$ cat src/rtl/ccu_pkg.sv
package ccu_pkg;

   typedef enum logic [2:0] {
      CM_OFF   = 3'd0,
      CM_CAPT  = 3'd1,
      CM_SWT   = 3'd2,
      CM_HSO   = 3'd3,
      CM_PWM8  = 3'd4,
      CM_PWM16 = 3'd5,
      CM_FREQ  = 3'd6,
      CM_WDOG  = 3'd7
   } ccu_mode_e;

   localparam logic [2:0] SRC_SLOW = 3'd0;
   localparam logic [2:0] SRC_FAST = 3'd1;
   localparam logic [2:0] SRC_T0   = 3'd2;
   localparam logic [2:0] SRC_PIN  = 3'd3;
   localparam logic [2:0] SRC_SYS  = 3'd4;
   localparam logic [2:0] SRC_XOSC = 3'd5;

endpackage

$ cat src/rtl/ccu_prescale.sv
module ccu_prescale #(
   parameter int DIV = 12
) (
   input  logic clk,
   input  logic rst_n,
   input  logic en,
   output logic pulse
);
   localparam int CW = (DIV < 2) ? 1 : $clog2(DIV);
   localparam logic [CW-1:0] LAST = CW'(DIV - 1);

   if (DIV < 2) begin : g_bad_div
      $error("ccu_prescale: DIV must be at least 2");
   end

   logic [CW-1:0] cnt_q;

   always_ff @(posedge clk) begin
      if (!rst_n) begin
         cnt_q <= '0;
      end else if (en) begin
         cnt_q <= (cnt_q == LAST) ? '0 : cnt_q + CW'(1);
      end
   end

   assign pulse = en && (cnt_q == LAST);
endmodule

$ cat src/rtl/ccu_tick_mux.sv
module ccu_tick_mux import ccu_pkg::*; #(
   parameter int DIV_SLOW = 12,
   parameter int DIV_FAST = 4,
   parameter int DIV_XOSC = 8,
   parameter int SYNC_N   = 2
) (
   input  logic       clk,
   input  logic       rst_n,
   input  logic [2:0] sel,
   input  logic       t0_ovf,
   input  logic       eci,
   input  logic       xosc_en,
   output logic       tick
);
   if (SYNC_N < 2) begin : g_bad_sync
      $error("ccu_tick_mux: SYNC_N must be at least 2");
   end

   logic slow_p, fast_p, xosc_p;
   logic [SYNC_N-1:0] eci_sy;
   logic eci_d;
   logic eci_tick;

   ccu_prescale #(.DIV(DIV_SLOW)) u_pre_slow (
      .clk(clk), .rst_n(rst_n), .en(1'b1), .pulse(slow_p));
   ccu_prescale #(.DIV(DIV_FAST)) u_pre_fast (
      .clk(clk), .rst_n(rst_n), .en(1'b1), .pulse(fast_p));
   ccu_prescale #(.DIV(DIV_XOSC)) u_pre_xosc (
      .clk(clk), .rst_n(rst_n), .en(xosc_en), .pulse(xosc_p));

   always_ff @(posedge clk) begin
      if (!rst_n) begin
         eci_sy <= '0;
         eci_d  <= 1'b0;
      end else begin
         eci_sy <= {eci_sy[SYNC_N-2:0], eci};
         eci_d  <= eci_sy[SYNC_N-1];
      end
   end

   assign eci_tick = eci_sy[SYNC_N-1] & ~eci_d;

   always_comb begin
      case (sel)
         SRC_SLOW: tick = slow_p;
         SRC_FAST: tick = fast_p;
         SRC_T0:   tick = t0_ovf;
         SRC_PIN:  tick = eci_tick;
         SRC_SYS:  tick = 1'b1;
         SRC_XOSC: tick = xosc_p;
         default:  tick = 1'b0;
      endcase
   end
endmodule

$ cat src/rtl/ccu_chan.sv
module ccu_chan import ccu_pkg::*; #(
   parameter int             CNT_W    = 16,
   parameter bit             HAS_WDOG = 1'b0,
   parameter int             SYNC_N   = 2,
   parameter logic [CNT_W-1:0] CMP_RST = '0
) (
   input  logic             clk,
   input  logic             rst_n,
   input  logic             adv,
   input  logic [CNT_W-1:0] cnt,
   input  ccu_mode_e        mode,
   input  logic             rise_en,
   input  logic             fall_en,
   input  logic             cmp_wr,
   input  logic [CNT_W-1:0] cmp_wdata,
   input  logic             cex_in,
   output logic [CNT_W-1:0] cmp_q,
   output logic             hit,
   output logic             cex_o,
   output logic             cex_oe,
   output logic             wdt_o
);
   localparam int HW = CNT_W / 2;

   logic [CNT_W-1:0]  nxt;
   logic [SYNC_N-1:0] pin_sy;
   logic              pin_d;
   logic              pin_rise, pin_fall, cap_ev;
   logic              wd_mode;
   logic              full_hit, lo_hit, lo_wrap, all_wrap;
   logic              tog_q, wdt_q;

   assign nxt = cnt + CNT_W'(1);

   always_ff @(posedge clk) begin
      if (!rst_n) begin
         pin_sy <= '0;
         pin_d  <= 1'b0;
      end else begin
         pin_sy <= {pin_sy[SYNC_N-2:0], cex_in};
         pin_d  <= pin_sy[SYNC_N-1];
      end
   end

   assign pin_rise = pin_sy[SYNC_N-1] & ~pin_d;
   assign pin_fall = ~pin_sy[SYNC_N-1] & pin_d;
   assign cap_ev   = (pin_rise & rise_en) | (pin_fall & fall_en);

   assign wd_mode  = HAS_WDOG && (mode == CM_WDOG);
   assign full_hit = adv && (nxt == cmp_q);
   assign lo_hit   = adv && (nxt[HW-1:0] == cmp_q[HW-1:0]);
   assign lo_wrap  = adv && (cnt[HW-1:0] == {HW{1'b1}});
   assign all_wrap = adv && (cnt == {CNT_W{1'b1}});

   always_comb begin
      case (mode)
         CM_CAPT:         hit = cap_ev;
         CM_SWT, CM_HSO:  hit = full_hit;
         CM_PWM8:         hit = lo_wrap;
         CM_PWM16:        hit = all_wrap;
         CM_FREQ:         hit = lo_hit;
         default:         hit = 1'b0;
      endcase
   end

   always_ff @(posedge clk) begin
      if (!rst_n) begin
         cmp_q <= CMP_RST;
      end else if (cmp_wr) begin
         if (wd_mode) begin
            cmp_q <= {cnt[CNT_W-1:HW] + cmp_wdata[HW-1:0], cmp_wdata[HW-1:0]};
         end else begin
            cmp_q <= cmp_wdata;
         end
      end else begin
         case (mode)
            CM_CAPT: if (cap_ev) cmp_q <= cnt;
            CM_PWM8: if (lo_wrap) cmp_q[HW-1:0] <= cmp_q[CNT_W-1:HW];
            CM_FREQ: if (lo_hit) cmp_q[HW-1:0] <= cmp_q[HW-1:0] + cmp_q[CNT_W-1:HW];
            default: ;
         endcase
      end
   end

   always_ff @(posedge clk) begin
      if (!rst_n) begin
         tog_q <= 1'b0;
      end else if ((mode == CM_HSO && full_hit) || (mode == CM_FREQ && lo_hit)) begin
         tog_q <= ~tog_q;
      end
   end

   always_ff @(posedge clk) begin
      if (!rst_n) begin
         wdt_q <= 1'b0;
      end else begin
         wdt_q <= wd_mode && adv && (nxt == {cmp_q[CNT_W-1:HW], {HW{1'b0}}});
      end
   end

   always_comb begin
      case (mode)
         CM_HSO, CM_FREQ: begin cex_o = tog_q;                               cex_oe = 1'b1; end
         CM_PWM8:         begin cex_o = !(cnt[HW-1:0] < cmp_q[HW-1:0]);      cex_oe = 1'b1; end
         CM_PWM16:        begin cex_o = (cnt >= cmp_q);                       cex_oe = 1'b1; end
         default:         begin cex_o = 1'b0;                                 cex_oe = 1'b0; end
      endcase
   end

   assign wdt_o = wdt_q;
endmodule

$ cat src/rtl/ccu_array.sv
module ccu_array import ccu_pkg::*; #(
   parameter int N_CH     = 5,
   parameter int CNT_W    = 16,
   parameter int ADDR_W   = 5,
   parameter int DIV_SLOW = 12,
   parameter int DIV_FAST = 4,
   parameter int DIV_XOSC = 8,
   parameter int SYNC_N   = 2
) (
   input  logic              clk,
   input  logic              rst_n,
   input  logic              wr_en,
   input  logic [ADDR_W-1:0] wr_addr,
   input  logic [CNT_W-1:0]  wr_data,
   input  logic [ADDR_W-1:0] rd_addr,
   output logic [CNT_W-1:0]  rd_data,
   input  logic              t0_ovf_i,
   input  logic              eci_i,
   input  logic              xosc_i,
   input  logic [N_CH-1:0]   cex_i,
   output logic [N_CH-1:0]   cex_o,
   output logic [N_CH-1:0]   cex_oe,
   output logic [N_CH-1:0]   irq_o,
   output logic              wdt_rst_o
);
   localparam int WD_CH     = N_CH - 1;
   localparam int MODE_BASE = 8;
   localparam int CMP_BASE  = 16;

   if (N_CH < 1 || N_CH > 8) begin : g_bad_nch
      $error("ccu_array: N_CH must be 1..8");
   end
   if (CNT_W < 8 || (CNT_W % 2) != 0) begin : g_bad_cntw
      $error("ccu_array: CNT_W must be even and at least 8");
   end
   if (ADDR_W < 5) begin : g_bad_addrw
      $error("ccu_array: ADDR_W must be at least 5");
   end

   logic             run_q;
   logic [2:0]       sel_q;
   logic [CNT_W-1:0] cnt_q;
   logic [N_CH-1:0]  flag_q;
   ccu_mode_e        mode_q [N_CH];
   logic [N_CH-1:0]  rise_q, fall_q;

   logic             ctrl_wr, cnt_wr, flag_wr;
   logic             tick, adv;
   logic [N_CH-1:0]  mode_wr, cmp_wr, hit_v, wdt_v;
   logic [CNT_W-1:0] cmp_q [N_CH];
   logic [3*N_CH-1:0]     mode_flat;
   logic [CNT_W*N_CH-1:0] cmp_flat;

   assign ctrl_wr = wr_en && (wr_addr == ADDR_W'(0));
   assign cnt_wr  = wr_en && (wr_addr == ADDR_W'(1));
   assign flag_wr = wr_en && (wr_addr == ADDR_W'(2));

   ccu_tick_mux #(
      .DIV_SLOW(DIV_SLOW), .DIV_FAST(DIV_FAST), .DIV_XOSC(DIV_XOSC), .SYNC_N(SYNC_N)
   ) u_tick (
      .clk(clk), .rst_n(rst_n), .sel(sel_q), .t0_ovf(t0_ovf_i),
      .eci(eci_i), .xosc_en(xosc_i), .tick(tick));

   assign adv = tick && run_q && !cnt_wr;

   always_ff @(posedge clk) begin
      if (!rst_n) begin
         run_q <= 1'b1;
         sel_q <= SRC_SLOW;
      end else if (ctrl_wr) begin
         run_q <= wr_data[0];
         sel_q <= wr_data[3:1];
      end
   end

   always_ff @(posedge clk) begin
      if (!rst_n) begin
         cnt_q <= '0;
      end else if (cnt_wr) begin
         cnt_q <= wr_data;
      end else if (adv) begin
         cnt_q <= cnt_q + CNT_W'(1);
      end
   end

   for (genvar i = 0; i < N_CH; i++) begin : g_ch
      localparam bit IS_WD = (i == WD_CH);
      localparam logic [CNT_W-1:0] RST_V = IS_WD ? {CNT_W{1'b1}} : '0;

      if (IS_WD) begin : g_lock
         assign mode_wr[i] = wr_en && (wr_addr == ADDR_W'(MODE_BASE + i))
                             && !(run_q && mode_q[i] == CM_WDOG
                                  && wr_data[2:0] != 3'(CM_WDOG));
      end else begin : g_free
         assign mode_wr[i] = wr_en && (wr_addr == ADDR_W'(MODE_BASE + i));
      end
      assign cmp_wr[i] = wr_en && (wr_addr == ADDR_W'(CMP_BASE + i));

      always_ff @(posedge clk) begin
         if (!rst_n) begin
            mode_q[i] <= IS_WD ? CM_WDOG : CM_OFF;
            rise_q[i] <= 1'b0;
            fall_q[i] <= 1'b0;
         end else if (mode_wr[i]) begin
            mode_q[i] <= ccu_mode_e'(wr_data[2:0]);
            rise_q[i] <= wr_data[3];
            fall_q[i] <= wr_data[4];
         end
      end

      always_ff @(posedge clk) begin
         if (!rst_n) begin
            flag_q[i] <= 1'b0;
         end else if (hit_v[i]) begin
            flag_q[i] <= 1'b1;
         end else if (flag_wr && wr_data[i]) begin
            flag_q[i] <= 1'b0;
         end
      end

      ccu_chan #(
         .CNT_W(CNT_W), .HAS_WDOG(IS_WD), .SYNC_N(SYNC_N), .CMP_RST(RST_V)
      ) u_chan (
         .clk(clk), .rst_n(rst_n), .adv(adv), .cnt(cnt_q), .mode(mode_q[i]),
         .rise_en(rise_q[i]), .fall_en(fall_q[i]), .cmp_wr(cmp_wr[i]),
         .cmp_wdata(wr_data), .cex_in(cex_i[i]), .cmp_q(cmp_q[i]),
         .hit(hit_v[i]), .cex_o(cex_o[i]), .cex_oe(cex_oe[i]), .wdt_o(wdt_v[i]));

      assign mode_flat[3*i +: 3]         = mode_q[i];
      assign cmp_flat[CNT_W*i +: CNT_W]  = cmp_q[i];
   end

   assign irq_o     = flag_q;
   assign wdt_rst_o = |wdt_v;

   always_comb begin
      rd_data = '0;
      if (rd_addr == ADDR_W'(0)) rd_data[3:0] = {sel_q, run_q};
      if (rd_addr == ADDR_W'(1)) rd_data = cnt_q;
      if (rd_addr == ADDR_W'(2)) rd_data[N_CH-1:0] = flag_q;
      for (int i = 0; i < N_CH; i++) begin
         if (rd_addr == ADDR_W'(MODE_BASE + i)) rd_data[4:0] = {fall_q[i], rise_q[i], mode_q[i]};
         if (rd_addr == ADDR_W'(CMP_BASE + i))  rd_data = cmp_q[i];
      end
   end
endmodule

$ cat config.mk
export PLATFORM = sky130hd
export DESIGN_NAME = ccu_array
export DESIGN_NICKNAME = d
export VERILOG_FILES = /design/src/rtl/ccu_pkg.sv /design/src/rtl/ccu_prescale.sv /design/src/rtl/ccu_tick_mux.sv /design/src/rtl/ccu_chan.sv /design/src/rtl/ccu_array.sv
export SDC_FILE = /design/constraint.sdc
export NUM_CORES = 1
export LEC_CHECK = 0
export BUFFER_PORTS_ARGS = -buffer_cell sky130_fd_sc_hd__buf_2
export CORE_MARGIN = 4
export CORE_UTILIZATION = 29
export CTS_CLUSTER_DIAMETER = 100
export DETAILED_ROUTE_END_ITERATION = 16
export PLACE_DENSITY = 0.47
export SETUP_SLACK_MARGIN = 0.2
export SLEW_MARGIN = 20
export SYNTH_ARGS = -nofsm -noshare
export SYNTH_HDL_FRONTEND = slang
export SYNTH_SLANG_ARGS = --single-unit
export TNS_END_PERCENT = 30
$ cat constraint.sdc
create_clock -name clk -period 3.4 [get_ports clk]
set_clock_uncertainty 0.1 [all_clocks]
set_input_delay 0.68 -clock clk [delete_from_list [all_inputs] [get_ports clk]]
set_output_delay 0.68 -clock clk [all_outputs]
set_load 0.02 [all_outputs]
### Yosys cells after proc, flatten, opt, wreduce, memory -nomap -nowiden

Memories as Yosys holds them, arrays and structs flattened.
Index checks and enable logic that the tools add are counted.

* $add $sub $neg: 10
* magnitude comparators: 10
* eq/ne operators: 92
* mux-type cells: 94
* bitwise gates (word level): 48
* reduce and logical (&&, ||, !) cells: 111

Operator list (number)
* 2-to-1 mux 16 bit: 19
* 2-to-1 mux 8 bit: 15
* one-hot mux 8 bit (3 select lines): 5
* equality test 16 bit: 6
* >= comparator 16 bit: 5
* equality test 3 bit (second input constant): 19
* equality test 5 x 4 -> 1 bit (second input constant): 10
* equality test 5 bit (second input constant): 10
* adder 8 bit: 6
* logical AND 1 bit: 48
* equality test 8 bit: 5
* less-than comparator 8 bit: 5
* equality test 3 x 2 -> 1 bit (second input constant): 12
* != test 3 x 1 -> 1 bit (second input constant): 11
* nonzero test 2 bit: 16
* 2-to-1 mux 1 bit: 31
* 2-to-1 mux 5 bit: 6
* one-hot mux 1 bit (5 select lines): 5
* OR reduction 2 bit: 12
* AND 1 bit: 21
* AND reduction 4 bit: 5
* nonzero test 4 bit: 5
* OR reduction 4 bit: 5
* equality test 3 x 1 -> 1 bit (second input constant): 6
* other kinds (23): 77

* register bits: 148
* RAM bits: 15
* input bits: 37
* output and inout bits: 32
* logic and storage cells: 415
* memories kept: 1

Memories
* mode_q: words 5, bits a word 3, rd ports 5, clocked after Yosys merged registers in 0, wr ports 5, line ccu_array.sv:44 `ccu_mode_e mode_q [N_CH];`

### Logic depth before layout (Yosys ltp)

* word-level depth: 14
* gate-level depth with buffers: 12
* gate-level depth less buffers: 11

### Cells and area by module

Synthesis repeated with hierarchy kept, for this count alone.

* cell total of the unflattened synthesis: 2156
* area total of the unflattened synthesis: 16554.6 µm²

Modules (own cells, without submodules)
* ccu_chan (g_ch[0].u_chan ...): times used 4, cells each 325, area each 2432.3 µm², seq. area each 400.4 µm²
* ccu_array: times used 1, cells each 422, area each 3380.7 µm², seq. area each 1151.1 µm²
* ccu_chan (g_ch[4].u_chan): times used 1, cells each 378, area each 2867.8 µm², seq. area each 420.4 µm²
* ccu_prescale (u_tick.u_pre_slow): times used 1, cells each 19, area each 178.9 µm², seq. area each 80.1 µm²
* ccu_prescale (u_tick.u_pre_xosc): times used 1, cells each 14, area each 155.1 µm², seq. area each 60.1 µm²
* ccu_tick_mux: times used 1, cells each 14, area each 140.1 µm², seq. area each 60.1 µm²
* ccu_prescale (u_tick.u_pre_fast): times used 1, cells each 9, area each 102.6 µm², seq. area each 40.0 µm²

### Least setup slack after synthesis

Ideal clock, no wire load.

* path kind: in2out
* from: input port rd_addr[1]
* to: output port rd_data[12]
* data arrival time: 2.392 ns
* required time: 2.620 ns
* setup slack: 0.228 ns
* stages on the path: 6
* path buffers: 2
* cell sequence: or2_2 -> clkbuf_1 -> nor3_1 -> clkbuf_1 -> a22oi_1 -> a41oi_1

* cells in the longest elaborated chain, start to end: 7
* elaborated cells between the ends (all ways): 12
* those cells by class: eq/ne (6); mux (6)

RTL lines
* from (decl): line ccu_array.sv:15 `input logic [ADDR_W-1:0] rd_addr,`
* equality test 5 x 1 -> 1 bit: line ccu_array.sv:139 `if (rd_addr == ADDR_W'(1)) rd_data = cnt_q;`
* 2-to-1 mux 16 bit: line ccu_array.sv:139
* 2-to-1 mux 16 bit (4 in a row): line ccu_array.sv:143 `if (rd_addr == ADDR_W'(CMP_BASE + i)) rd_data = cmp_q[i];`
* 2-to-1 mux 16 bit (*): line ccu_array.sv:143
* to (decl): line ccu_array.sv:16 `output logic [CNT_W-1:0] rd_data,`

Every way passes the cells marked *; elsewhere a longest branch is shown, timed or not.

### Final worst setup path

* from: register cnt_q[9]
* to: output port cex_o[1]

* cells in the longest elaborated chain, start to end: 2

RTL lines
* from (decl): line ccu_array.sv:42 `logic [CNT_W-1:0] cnt_q;`
* from (signal assigned): line ccu_array.sv:80 `cnt_q <= wr_data;`
* from (signal assigned): line ccu_array.sv:82 `cnt_q <= cnt_q + CNT_W'(1);`
* >= comparator 16 bit: line ccu_chan.sv:105 `CM_PWM16: begin cex_o = (cnt >= cmp_q); cex_oe = 1'b1; end`
* one-hot mux 1 bit (3 select lines): line ccu_chan.sv:102 `case (mode)`
* to (decl): line ccu_array.sv:21 `output logic [N_CH-1:0] cex_o,`

Every way passes these cells.

==> results.ini <==
[grt]
overflow = 0
grt_pass1_vias = 15369
grt_max_degree = 54
grt_pass1_wl_mm = 109.0
antenna_found_initial = 2
grt_usage_pct = 26.62

[floorplan]
ios = 69
start_util_pct = 29.34
die_w_microns = 235.8
fp-row-count = 83
design.core.area_sq_mm = 0.05130
dieArea_sq_mm = 0.05562
die_y_microns = 235.8

[place]
place_ws_ns = -0.01159
gp_congestion = 0.9776
dp_hpwl_mm = 58.89
portBuffers = 68

[clock_network]
htreeDepth = 4
cts_buffers = 17
clk_latency_ns = 0.50
cts_tree = yes
cts.path.max_buffers = 2
clock-sinks = 163
cts_root_buffer = clkbuf_16
clkSlewWorstSetupHoldPaths_ns = 0.08
hold_buffers = 0

[timing]
tns_ns = -0.02188
maxSlewViolCount = 0
relSlewSlack_pct = 32.12
clock.fmax_mhz = 292.9
finalCritPeriodShare_pct = 100.4
rsz0062_at_grt = yes
layout_setup_ws_ns = -0.01460
worst_pin_slew_ns = 1.016
hold_violations = 0
setup_viol = 2
min_period_ns = 3.415
whs_ns = 0.2791

[run_status]
status = finished, violations left
violations = setup timing

[synth]
netlist-cell-type-count = 77
yosysWarnings = 0
synth_edf_count = 15
synthCells = 1976
synth_xor_area_share_pct = 9.143
synth-simple-area-share_pct = 22.24
synth_fa_ha_area_share_pct = 11.44
ys_seq_elements = 163
ys_seq_area_share_pct = 22.67
synth_flop_cell = dfxtp_1
synth-compound-area-share_pct = 23.96
syn-num-nets = 2147
syn_area_per_cell_sq_um = 7.618
async_flop_share_pct = 0
synth_top_family_by_area = compound AO/OA/AOI/OAI gates
synthMuxAreaShare_pct = 3.774
netlist_area_sq_mm = 0.01505

[worst_setup_path]
path_buf_inv = 2
path_cells = buf_8, ha_1, a21o_1, a21o_1, a21oi_1, o21ai_1, nand3_1, nand2_1, o2bb2ai_2, a32o_2, buf_4
crit_slowest_cell = dfxtp_4
worstSetupPathType = reg -> out
path_delay_family = compound AO/OA/AOI/OAI gates
critPathMaxFanout = 10
endpoint_kind = output pin
crit_top_cell = a21o_1
startpoint_type = flop
worstPathRequired_ns = 2.62
worst_path_largest_cell_delay_ns = 0.39
crit_arrival_ns = 2.63

[power_and_ir_drop]
seqPwrFrac_pct = 40.6
p_int_w = 0.003328
switchingPower_w = 0.001649
fin_total_pwr_w = 0.004977
swShare_pct = 33.14
power_frac_comb_pct = 16.8
ir_drop_mv = 0.4376
p_clk_share_pct = 42.5
powerDensity_mw_per_mm2 = 264.9
p_leak_nw = 7.733

[layout]
post_route_cells_drive_above_1_share_pct = 21.47
syn_to_final_growth_pct = 24.83
diodes = 0
fin_nets = 2319

[flow_run]
maxCapViolCount = 0

[route]
routed_wl_mm = 76.28
drt_iter0_drc = 1612
wire_per_inst_microns = 26.85
postRouteAntennaNets = 0
drc_errors = 0
drt_first_pass_iters = 6
vias = 16403
routed_via_density = 5.774

[hold_path]
min_path_type = in -> reg

cell usage after synthesis, types with 27 or more instances:
library cell	n	area (sq um)
nor2_1	190	713.2
nand2_1	177	664.4
o21ai_0	159	795.8
dfxtp_1	148	2963
a21oi_1	128	640.6
ha_1	128	1602
inv_1	107	401.6
clkbuf_1	103	386.6
xnor2_1	93	814.5
nor3_1	53	265.3
a211oi_1	52	390.4
mux2i_1	50	500.5
nand3_1	50	250.2
o211ai_1	40	300.3
nand2b_1	30	187.7
nand4_1	28	175.2
xor2_1	27	236.5
worst paths after layout:
check	start	end	slack, ns	cells past startpoint
setup / recovery	cnt_q[9]	cex_o[1]	-0.01	11
hold / removal	cex_i[0]	g_ch[0].u_chan.pin_sy[0]	0.28	2
hold reg to reg	u_tick.u_pre_fast.cnt_q[0]	u_tick.u_pre_fast.cnt_q[0]	0.33	1
setup reg to reg	cnt_q[1]	g_ch[4].u_chan.wdt_o	0.23	10
per-stage QoR:
step           cells  util, %  area [sq um]
2_1_floorplan   1976        -         15050
3_3_place_gp    2793    33.81         17340
3_5_place_dp    2793    33.82         17350
4_1_cts         2837    36.06         18500
5_1_grt         2841    36.63         18790
6_report        2841    36.63         18790
cells by family after synthesis:
| kind of cell | Yosys count |
|---|---|
| adders and majority gates | 134 |
| and+or+nand+nor | 677 |
| buffers and inverters | 250 |
| DFF | 163 |
| xor gates and xnor gates | 135 |
| muxes | 56 |
| AOI/OAI and AO/OA | 561 |
what timing repair did:
| item | CTS | global route |
|---|---|---|
| setup buffers | 12 | 4 |
| gates resized for setup | 113 | 60 |
| pin swaps | 31 | 21 |
| endpoints found under the setup margin | 36 | 54 |
| cloned | 0 | 0 |
worst reg2reg max path, stage by stage (launching register included):
cell and delay [ns]:
dfxtp_4 0.40, ha_1 0.24, nand3_1 0.12, buf_4 0.22
nor3_4 0.23, xnor2_1 0.15, mux2_2 0.35, nor4b_1 0.36
nand4_1 0.25, buf_4 0.22, nor4_1 0.40
power groups by stage:
stage | combinational (W) | clock (W) | sequential, W
6_report | 0.000837 | 0.00212 | 0.00202
5_1_grt | 0.000893 | 0.00223 | 0.00203
4_1_cts | 0.000808 | 0.00218 | 0.00202
3_5_place_dp | 0.000772 | 0 | 0.00207
3_3_place_gp | 0.000769 | 0 | 0.00207
2_1_floorplan | 0.000451 | 0 | 0.00205
state kept, by name, indices dropped and copies added, names as in the netlist, 3 cells and up:
name / count
mode_q: 15
g_ch.u_chan.tog_q: 5
rise_q: 5
irq_o: 5
fall_q: 5
g_ch.u_chan.pin_sy: 10
cnt_q: 16
g_ch.u_chan.pin_d: 5
sel_q: 3
u_tick.u_pre_xosc.cnt_q: 3
g_ch.u_chan.cmp_q: 80
u_tick.u_pre_slow.cnt_q: 4
cell usage in the layout, fill, tap and decap left out, drive strengths merged, types with 10 or more instances in the layout:
master,instances
nor2b,22
a31oi,15
a2111oi,19
o21a,13
mux2i,50
nor3b,10
and3,19
nand2b,30
a311oi,12
and2,26
o22ai,13
inv,118
a211oi,52
xnor3,13
o211ai,40
a211o,10
or3,14
nor3,55
buf,296
nand4,30
a21o,22
xnor2,95
nor2,191
a222oi,11
nor4,20
nand2,177
ha,128
nand3,50
xor2,27
dfxtp,148
a22oi,17
o21ai,159
edfxtp,15
clkbuf,17
a21oi,128
final cells by class:
| cell class | instances | area, sq um |
|---|---|---|
| multi-input cells | 1563 | 11190 |
| clock buffers | 17 | 425.4 |
| flip-flops and latches | 163 | 3475 |
| inverters | 107 | 401.6 |
| repair buffers | 296 | 2268 |
| clock inverters | 15 | 177.7 |
| well taps | 680 | 850.8 |
| fillers | 5506 | 32510 |
metal layers:
metal / up-vias / part of all wire (%) / track usage [%]
li1: 7525 / - / -
met1: 7959 / 43 / 35.65
met2: 748 / 44 / 41.76
met3: 167 / 8.9 / 6.314
met4: 4 / 4.3 / 9.824
met5: - / 0.035 / 0
Power figures use the tool's default switching activity.
